`config.mk`:
```
export PLATFORM = sky130hd
export DESIGN_NAME = pin_edge_irq
export DESIGN_NICKNAME = d
export VERILOG_FILES = /design/src/rtl/pei_pkg.sv /design/src/rtl/pei_sync.sv /design/src/rtl/pei_edge.sv /design/src/rtl/pei_regs.sv /design/src/rtl/pin_edge_irq.sv
export SDC_FILE = /design/constraint.sdc
export NUM_CORES = 1
export LEC_CHECK = 0
export BUFFER_PORTS_ARGS = -buffer_cell sky130_fd_sc_hd__clkbuf_2
export CORE_ASPECT_RATIO = 0.9
export CORE_UTILIZATION = 45
export CTS_BUF_LIST = sky130_fd_sc_hd__clkbuf_16
export DETAILED_ROUTE_END_ITERATION = 12
export GPL_TIMING_DRIVEN = 0
export PLACE_DENSITY = 0.67
export SETUP_SLACK_MARGIN = 0.05
export SYNTH_ARGS = -nofsm -noshare
export SYNTH_HDL_FRONTEND = slang
export SYNTH_SLANG_ARGS = --single-unit
```
`constraint.sdc`:
```
create_clock -name clk -period 3.9 [get_ports clk]
set_input_delay 0.39 -clock clk [delete_from_list [all_inputs] [get_ports clk]]
set_output_delay 0.39 -clock clk [all_outputs]
set_load 0.01 [all_outputs]
```
`src/rtl/pei_pkg.sv`:
```
package pei_pkg;
  localparam int PORT_W = 8;
  localparam int BUS_AW = 12;
  localparam logic [BUS_AW-1:0] OFS_ENABLE  = 12'h266;
  localparam logic [BUS_AW-1:0] OFS_PENDING = 12'h267;
  localparam logic [BUS_AW-1:0] OFS_POLSEL  = 12'h268;

  typedef enum logic [1:0] {
    REG_NONE,
    REG_ENABLE,
    REG_PENDING,
    REG_POLSEL
  } reg_sel_e;
endpackage

```
`src/rtl/pei_sync.sv`:
```
module pei_sync #(
  parameter int W      = 8,
  parameter int STAGES = 2
) (
  input  logic         clk,
  input  logic         rst_n,
  input  logic [W-1:0] d,
  output logic [W-1:0] q
);
  logic [W-1:0] stg [STAGES];

  always_ff @(posedge clk or negedge rst_n) begin
    if (!rst_n) begin
      for (int i = 0; i < STAGES; i++) stg[i] <= '0;
    end else begin
      stg[0] <= d;
      for (int i = 1; i < STAGES; i++) stg[i] <= stg[i-1];
    end
  end

  assign q = stg[STAGES-1];
endmodule

```
`src/rtl/pei_edge.sv`:
```
module pei_edge #(
  parameter int W = 8
) (
  input  logic         clk,
  input  logic         rst_n,
  input  logic [W-1:0] lvl,
  input  logic [W-1:0] rise_sel,
  output logic [W-1:0] evt
);
  logic [W-1:0] prev_q;

  always_ff @(posedge clk or negedge rst_n) begin
    if (!rst_n) prev_q <= '0;
    else        prev_q <= lvl;
  end

  // Transition found on raw levels first; polarity only picks which one counts.
  for (genvar b = 0; b < W; b++) begin : g_bit
    logic went_up, went_down;
    assign went_up   =  lvl[b] & ~prev_q[b];
    assign went_down = ~lvl[b] &  prev_q[b];
    assign evt[b]    = rise_sel[b] ? went_up : went_down;
  end
endmodule

```
`src/rtl/pei_regs.sv`:
```
module pei_regs
  import pei_pkg::*;
#(
  parameter int                W        = 8,
  parameter int                ADDR_W   = 12,
  parameter logic [ADDR_W-1:0] OFF_EN   = 12'h266,
  parameter logic [ADDR_W-1:0] OFF_FLAG = 12'h267,
  parameter logic [ADDR_W-1:0] OFF_POL  = 12'h268
) (
  input  logic              clk,
  input  logic              rst_n,
  input  logic              bus_sel,
  input  logic              bus_wr,
  input  logic [ADDR_W-1:0] bus_addr,
  input  logic [W-1:0]      bus_wdata,
  output logic [W-1:0]      bus_rdata,
  input  logic [W-1:0]      evt,
  output logic [W-1:0]      en_q,
  output logic [W-1:0]      flag_q,
  output logic [W-1:0]      pol_q,
  output logic              irq_q
);
  reg_sel_e       sel;
  logic [W-1:0]   clr_mask;
  logic [W-1:0]   flag_d;

  always_comb begin
    sel = REG_NONE;
    if (bus_sel) begin
      if      (bus_addr == OFF_EN)   sel = REG_ENABLE;
      else if (bus_addr == OFF_FLAG) sel = REG_PENDING;
      else if (bus_addr == OFF_POL)  sel = REG_POLSEL;
    end
  end

  assign clr_mask = (bus_wr && sel == REG_PENDING) ? bus_wdata : '0;
  // New edges are OR-ed after the clear, so a colliding event survives.
  assign flag_d   = (flag_q & ~clr_mask) | evt;

  always_ff @(posedge clk or negedge rst_n) begin
    if (!rst_n) begin
      en_q   <= '0;
      pol_q  <= '0;
      flag_q <= '0;
      irq_q  <= 1'b0;
    end else begin
      if (bus_wr && sel == REG_ENABLE) en_q  <= bus_wdata;
      if (bus_wr && sel == REG_POLSEL) pol_q <= bus_wdata;
      flag_q <= flag_d;
      irq_q  <= |(flag_q & en_q);
    end
  end

  always_comb begin
    case (sel)
      REG_ENABLE:  bus_rdata = en_q;
      REG_PENDING: bus_rdata = flag_q;
      REG_POLSEL:  bus_rdata = pol_q;
      default:     bus_rdata = '0;
    endcase
  end
endmodule

```
`src/rtl/pin_edge_irq.sv`:
```
module pin_edge_irq #(
  parameter int                NPINS    = pei_pkg::PORT_W,
  parameter int                ADDR_W   = pei_pkg::BUS_AW,
  parameter logic [ADDR_W-1:0] OFF_EN   = pei_pkg::OFS_ENABLE,
  parameter logic [ADDR_W-1:0] OFF_FLAG = pei_pkg::OFS_PENDING,
  parameter logic [ADDR_W-1:0] OFF_POL  = pei_pkg::OFS_POLSEL,
  parameter int                SYNC_STAGES = 2
) (
  input  logic              clk,
  input  logic              rst_n,
  input  logic [NPINS-1:0]  pin_i,
  input  logic              bus_sel,
  input  logic              bus_wr,
  input  logic [ADDR_W-1:0] bus_addr,
  input  logic [NPINS-1:0]  bus_wdata,
  output logic [NPINS-1:0]  bus_rdata,
  output logic              irq_o
);
  logic [NPINS-1:0] lvl_sync;
  logic [NPINS-1:0] evt_vec;
  logic [NPINS-1:0] en_vec;
  logic [NPINS-1:0] flag_vec;
  logic [NPINS-1:0] pol_vec;

  pei_sync #(.W(NPINS), .STAGES(SYNC_STAGES)) u_sync (
    .clk (clk),
    .rst_n (rst_n),
    .d   (pin_i),
    .q   (lvl_sync)
  );

  pei_edge #(.W(NPINS)) u_edge (
    .clk      (clk),
    .rst_n    (rst_n),
    .lvl      (lvl_sync),
    .rise_sel (pol_vec),
    .evt      (evt_vec)
  );

  pei_regs #(
    .W(NPINS), .ADDR_W(ADDR_W),
    .OFF_EN(OFF_EN), .OFF_FLAG(OFF_FLAG), .OFF_POL(OFF_POL)
  ) u_regs (
    .clk       (clk),
    .rst_n     (rst_n),
    .bus_sel   (bus_sel),
    .bus_wr    (bus_wr),
    .bus_addr  (bus_addr),
    .bus_wdata (bus_wdata),
    .bus_rdata (bus_rdata),
    .evt       (evt_vec),
    .en_q      (en_vec),
    .flag_q    (flag_vec),
    .pol_q     (pol_vec),
    .irq_q     (irq_o)
  );
endmodule

```
Word-level counts from Yosys, hierarchy flattened
Cells that the tools add are included.
Operators by class
  mux-type cells: 14
  reductions and logical operators: 4
  equal/unequal tests: 6
  bitwise gates (word level): 36
Operator list (count)
  $eq 12x10->1 const B: 3
  $pmux 8 s3: 1
  $and 1x1->1: 16
  $and 8x8->8: 2
  $not 1->1: 16
  $mux 1: 8
  $mux 2: 4
  $mux 8: 1
  $not 8->8: 1
  $or 8x8->8: 1
  $reduce_or 8->1: 1
  $eq 2x2->1 const B: 2
  $logic_and 1x1->1: 3
  $eq 2x1->1 const B: 1
Word-level totals
  word-level logic and storage cells: 67
  input bits: 32
  register bits after elaboration: 49
  output and inout port bits: 9

Depth between registers and ports, before layout
Gate-level depths: netlist of the first run.
  depth in word-level cells: 11
  depth in mapped cells: 5
  mapped depth without buffers: 3

Cells and area by module
From an unflattened synthesis of the first run, not the netlist that was laid out.
Unflattened totals
  cell total of the unflattened synthesis: 164
  area, all modules: 2150.8 um2
By module, submodules not included
  pei_regs: instances 1, area an instance 1313.8 um2, cells each 108, seq. area each 625.6 um2
  pei_sync: instances 1, area an instance 460.4 um2, cells each 24, seq. area each 400.4 um2
  pei_edge: instances 1, area an instance 376.6 um2, cells each 32, seq. area each 200.2 um2

Worst setup path after synthesis of the first run
OpenSTA, ideal clock, no wires.
  path kind: in2out
  start: input bus_addr[8]
  end: output bus_rdata[0]
  path buffers: 1
  required time: 3.510 ns
  cell stages on the path: 4
  slack: 1.708 ns
  arrival: 1.802 ns
  cell sequence: or4b_4 > or4_1 > clkbuf_1 > nor2_1
On the way
  cells in the longest elaborated chain, start to end: 7
  elaborated cells between the ends (all ways): 11
  those cells by class: eq/ne: 6; mux: 5
RTL lines
  start: declaration: line pin_edge_irq.sv:14  | input logic [ADDR_W-1:0] bus_addr,
  $eq 12x10->1: line pei_regs.sv:32  | else if (bus_addr == OFF_POL) sel = REG_POLSEL;
  $mux 2: line pei_regs.sv:32
  $mux 2: line pei_regs.sv:31  | else if (bus_addr == OFF_FLAG) sel = REG_PENDING;
  $mux 2 *: line pei_regs.sv:30  | if (bus_addr == OFF_EN) sel = REG_ENABLE;
  $mux 2 *: line pei_regs.sv:29  | if (bus_sel) begin
  $eq 2x2->1 or $eq 2x1->1 (tied branches): line pei_regs.sv:55  | case (sel)
  $pmux 8 s3 *: line pei_regs.sv:55
  end: declaration: line pin_edge_irq.sv:16  | output logic [NPINS-1:0] bus_rdata,
Every way passes the cells marked *; elsewhere a longest branch is shown, timed or not.

Worst setup path after layout of the first run
  start: input bus_addr[8]
  end: output bus_rdata[2]
Same word-level chain as after synthesis.

==> results.py, run 1 <==
metrics = {
    "setup_path": {
        "cp.required_ns": 3.51,
        "end_kind": "output port",
        "critPathLaunchType": "input pin",
        "path_max_fanout": 8,
        "crit_path_frequent_cell": "clkbuf_2",
        "critPathArrivalTime_ns": 2.15,
        "reg2reg_slack_ns": 2.92,
        "path_class": "in -> out",
        "r2r_end": "u_regs.flag_q[3]",
        "slowest_stage": "or4b_4",
        "r2r-start": "u_regs.pol_q[3]",
        "path_cells": "clkbuf_2, or4b_4, or4_1, clkbuf_1, nor2_1, clkbuf_2",
        "rr_worst_depth": 3,
        "worst_path_largest_cell_delay_ns": 0.58,
    },
    "sta": {
        "slew_headroom": 0.233,
        "max_freq_mhz": 394,
        "period_needed_ns": 2.54,
        "final-hold-violation-count": 0,
        "period_share": 0.651,
        "setup_slack_ns": 1.36,
        "rsz0062_at_grt": "false",
        "worstMarginPinSlew_ns": 1.15,
        "slew_viol_final": 0,
        "fin_skew_ns": 0.00509,
        "finalSetupTns_ns": 0,
        "setup_viol": 0,
    },
    "power": {
        "pwr-share-comb": 0.054,
        "power.density_nw_per_um2": 424,
        "pwr-share-seq": 0.497,
        "vdd_drop_max_uv": 345,
        "pwr-share-clk": 0.449,
        "leakagePower_nw": 1.10,
        "p_sw_frac": 0.199,
        "p_switching_mw": 0.211,
        "p_int_mw": 0.851,
    },
    "clocking": {
        "cts_resized": 0,
        "cts_root_buffer": "clkbuf_16",
        "cts_buffers": 5,
        "htreeDepth": 2,
        "tritoncts_num_sinks": 49,
        "cts_tree": "built",
        "cts.path.max_buffers": 2,
        "clock_latency_ns": 0.28,
        "cts_hold_buf": 0,
        "cts_setup_buffers": 0,
        "clk_pin_slew_ns": 0.06,
    },
    "yosys": {
        "synthCells": 151,
        "syn_area_um2": 2050,
        "ys_types": 23,
        "synth_seq_area_share": 0.598,
        "syn_avg_cell_area_um2": 13.6,
        "synth_nets": 183,
        "synth_warnings": 0,
        "ys_ff_latch": 49,
    },
    "die": {
        "die_w_um": 73.1,
        "core.rowCount": 22,
        "fp.dieH_um": 66.0,
        "core_region_area_um2": 4210,
        "die-area_um2": 4830,
        "pin_count": 41,
        "start_util": 0.487,
    },
    "grt": {
        "grt_max_degree": 50,
        "grt_overflow": 0,
        "antenna_found_initial": 0,
        "grtUsageTotal": 0.190,
        "first_global_vias": 1398,
        "grt_pass1_wl_um": 6560,
    },
    "drt": {
        "drc": 0,
        "viasPerCell": 5.44,
        "routedWlPerCell_um": 15.6,
        "first_pass_iters": 5,
        "first_iter_violations": 38,
        "drt-total-wl_um": 4040,
        "num_vias": 1410,
        "ant_nets": 0,
    },
    "cells_and_area": {
        "mostFrequentLayoutCell": "dfrtp_1",
        "layout_common_cells": "dfrtp_1, clkbuf_2, mux2_2, a22oi_1",
        "fillers": 343,
        "antenna_cells": 0,
        "area_growth_syn_to_layout_pct": 22.1,
        "post-route-util": 0.594,
        "drive_gt1_frac": 0.397,
        "nets": 230,
        "stdcell_count": 259,
    },
    "hold_path": {
        "hp-start": "pin_i[3]",
        "min_path_type": "in -> reg",
        "hold_depth": 1,
        "hold_end": "u_sync.stg[11]",
    },
    "place": {
        "dp_cells": 251,
        "pre_cts_slack_ns": 1.37,
        "dp_hpwl_um": 2840,
        "gp_congestion": 0.787,
        "io_buffers": 40,
    },
    "outcome": {
        "status": "completed",
    },
    "run": {
        "maxCapViolations": 0,
    },
}
[per-layer routing]
metal | up-vias | wire length, um | track usage
li1 | 654 | - | -
met1 | 695 | 1780 | 0.243
met2 | 57 | 1880 | 0.292
met3 | 4 | 315 | 0.0488
met4 | 0 | 66 | 0.110
met5 | - | 0 | 0
[through the flow]
step / hold WS, ns / instance area [um2] / total power, mW
global placement: 0.331 / 2320 / 0.591
finish: 0.207 / 2500 / 1.06
global route: 0.197 / 2500 / 1.11
floorplan: 0.0944 / 2050 / 0.560
CTS: 0.200 / 2500 / 1.07
detailed placement: 0.335 / 2330 / 0.594
[worst max-delay path: cells and delay by family]
family | cells | cell delay, ns
buf+inv | 3 | 0.50
simple gates | 3 | 1.25
[power by group through the flow]
stage	clock network [mW]	logic, mW	registers, mW
after floorplan	0	0.0240	0.536
after global placement	0	0.0543	0.537
after detailed placement	0	0.0571	0.537
after CTS	0.489	0.0575	0.528
after global routing	0.513	0.0631	0.529
final	0.477	0.0568	0.528
[sequential cells by signal, indices dropped and copies added (netlist names)]
name,cells
u_edge.prev_q,8
u_regs.en_q,8
u_regs.flag_q,8
u_regs.pol_q,8
u_sync.q,8
u_sync.stg,8
u_regs.irq_q,1
[cell families after synthesis]
logic type,count (synthesis),share of synthesized area
buffers and inverters,4,0.0159
AO/OA/AOI/OAI,28,0.103
flip-flops,49,0.598
AND/OR/NAND/NOR,46,0.151
multiplexers,24,0.132
[cell usage after synthesis]
library cell,number,share of area
nor4b_1,1,0.0043
nor2_1,8,0.015
clkbuf_8,1,0.0067
or4bb_1,2,0.011
and3b_1,1,0.0043
or4b_1,1,0.0049
buf_6,1,0.0055
or4_1,1,0.0037
or4_4,1,0.0055
nand4_1,1,0.0031
clkbuf_1,1,0.0018
o22ai_1,8,0.024
nor4_4,2,0.021
nand4b_1,1,0.0043
a22oi_1,12,0.044
dfrtp_1,49,0.60
nor2b_1,8,0.024
nand2_1,9,0.016
or4b_4,1,0.0067
a211o_1,8,0.034
nand2b_1,9,0.027
mux2_2,24,0.13
buf_1,1,0.0018
[worst max-delay path by stage]
stage | from | endpoint | slack (ns) | cells past startpoint
6_report | bus_addr[8] | bus_rdata[2] | 1.36 | 6
5_1_grt | bus_addr[8] | bus_rdata[2] | 1.31 | 6
4_1_cts | bus_addr[8] | bus_rdata[2] | 1.37 | 6
3_5_place_dp | bus_addr[8] | bus_rdata[2] | 1.37 | 6
3_3_place_gp | bus_addr[0] | bus_rdata[2] | 0.97 | 6
2_1_floorplan | bus_addr[8] | bus_rdata[0] | 1.71 | 4
[layout make-up]
class	count	area (um2)	area share
flip-flops and latches	49	1230	0.490
multi-input cells	98	797	0.318
repair buffers	40	200	0.0800
clock buffers	5	125	0.0500
well taps	60	75.1	0.0300
clock inverters	3	46.3	0.0185
plain buffers	4	32.5	0.0130
(Power assumes the default switching activity.)
==> inputs of run 2 (changes only) <==
PLACE_DENSITY = 0.7   (was 0.67)
clock period = 2.3 ns   (was 3.9 ns; I/O delays follow)
==> run 2 against run 1 <==
  * Critical path depth unchanged
  * Worst hold slack got worse by 0.16 ns
  * Power rose by 56%
  * Largest power group unchanged
  * Highest routed layer unchanged
==> results.py, run 2 (same netlist as run 1, synthesis figures left out) <==
metrics = {
    "outcome": {
        "status": "completed",
    },
    "die": {
        "die_w_um": 73.1,
        "core.rowCount": 22,
        "pin_count": 41,
        "fp.dieH_um": 66.0,
        "core_region_area_um2": 4210,
        "die-area_um2": 4830,
        "start_util": 0.487,
    },
    "hold_path": {
        "hold_end": "u_sync.stg[14]",
        "min_path_type": "in -> reg",
        "hold_depth": 1,
        "hp-start": "pin_i[6]",
    },
    "sta": {
        "fin_skew_ns": 0.00295,
        "period_needed_ns": 2.16,
        "period_share": 0.940,
        "setup_slack_ns": 0.138,
        "setup_viol": 0,
        "slew_viol_final": 0,
        "rsz0062_at_grt": "false",
        "slew_headroom": 0.217,
        "max_freq_mhz": 463,
        "final-hold-violation-count": 0,
        "worstMarginPinSlew_ns": 1.17,
    },
    "setup_path": {
        "critPathLaunchType": "input pin",
        "path_max_fanout": 8,
        "end_kind": "output port",
        "rr_worst_depth": 3,
        "critPathArrivalTime_ns": 1.93,
        "path_class": "in -> out",
        "r2r-start": "u_sync.q[0]",
        "reg2reg_slack_ns": 1.35,
        "cp.required_ns": 2.07,
        "r2r_end": "u_regs.flag_q[0]",
    },
    "drt": {
        "first_pass_iters": 4,
        "ant_nets": 0,
        "viasPerCell": 5.28,
        "routedWlPerCell_um": 15.5,
        "drc": 0,
        "first_iter_violations": 41,
        "num_vias": 1361,
        "drt-total-wl_um": 3990,
    },
    "clocking": {
        "clock_latency_ns": 0.28,
        "cts_buffers": 5,
        "cts.path.max_buffers": 2,
        "cts_resized": 0,
        "cts_root_buffer": "clkbuf_16",
        "tritoncts_num_sinks": 49,
        "cts_hold_buf": 0,
        "cts_tree": "built",
        "cts_setup_buffers": 0,
        "htreeDepth": 2,
        "clk_pin_slew_ns": 0.06,
    },
    "grt": {
        "grt_overflow": 0,
        "antenna_found_initial": 0,
        "grtUsageTotal": 0.186,
        "grt_pass1_wl_um": 6640,
        "grt_max_degree": 50,
        "first_global_vias": 1460,
    },
    "cells_and_area": {
        "antenna_cells": 0,
        "area_growth_syn_to_layout_pct": 20.2,
        "drive_gt1_frac": 0.384,
        "mostFrequentLayoutCell": "dfrtp_1",
        "nets": 230,
        "layout_common_cells": "dfrtp_1, clkbuf_2, mux2_2, a22oi_1",
        "post-route-util": 0.585,
        "stdcell_count": 258,
    },
    "place": {
        "dp_hpwl_um": 2770,
        "io_buffers": 40,
        "dp_cells": 251,
        "gp_congestion": 0.812,
        "pre_cts_slack_ns": 0.130,
    },
    "power": {
        "total_power_mw": 1.65,
        "power.density_nw_per_um2": 670,
        "vdd_drop_max_uv": 405,
        "leakagePower_nw": 1.09,
    },
    "run": {
        "maxCapViolations": 0,
    },
}
## run 2: cell types whose count changed in the layout (fill, tap and decap cells not counted), sizes merged
cell      before  now
bufinv         1    0
clkinvlp       1    0
inv            0    1
## run 2: layout make-up
class	count	area, um2
Fill cell	359	1750
Sequential cell	49	1230
Multi-Input combinational cell	98	797
Timing Repair Buffer	40	200
Clock buffer	5	125
Tap cell	60	75.1
Buffer	4	32.5
Clock inverter	2	7.51
## run 2: power by group
group          leakage [nW]  internal [mW]  switching [mW]
Combinational         0.435         0.0446          0.0526
Sequential            0.587          0.885          0.0110
Clock                0.0685          0.388           0.270
## run 2: per-layer routing
metal  up-vias  share of wire  track usage
met4         0         0.0070       0.0515
met3         4          0.051       0.0396
met5         -              0            0
met2        38           0.48        0.324
met1       664           0.46        0.232
li1        655              -            -
## run 2: worst max path at each step
stage / startpoint / end / slack, ns / cells after the start
CTS: bus_addr[8] / bus_rdata[7] / 0.14 / 6
global placement: bus_addr[0] / bus_rdata[2] / -0.36 / 6
global route: bus_addr[8] / bus_rdata[6] / 0.09 / 6
detailed placement: bus_addr[2] / u_regs.pol_q[5] / 0.13 / 4
floorplan: bus_addr[8] / bus_rdata[0] / 0.43 / 4
finish: bus_addr[8] / bus_rdata[7] / 0.14 / 6
## run 2: critical path: stages
cell      delay, ns
clkbuf_2       0.08
or4b_4         0.58
or4_1          0.48
clkbuf_1       0.24
nor2_1         0.17
clkbuf_2       0.15
## run 2: stage by stage
step	TNS (ns)	hold WS, ns	area, um2
after floorplan	0	-0.0656	2050
after global placement	-2.62	0.332	2320
after detailed placement	0	0.335	2330
after CTS	0	0.0475	2460
after global routing	0	0.0464	2460
final	0	0.0515	2460
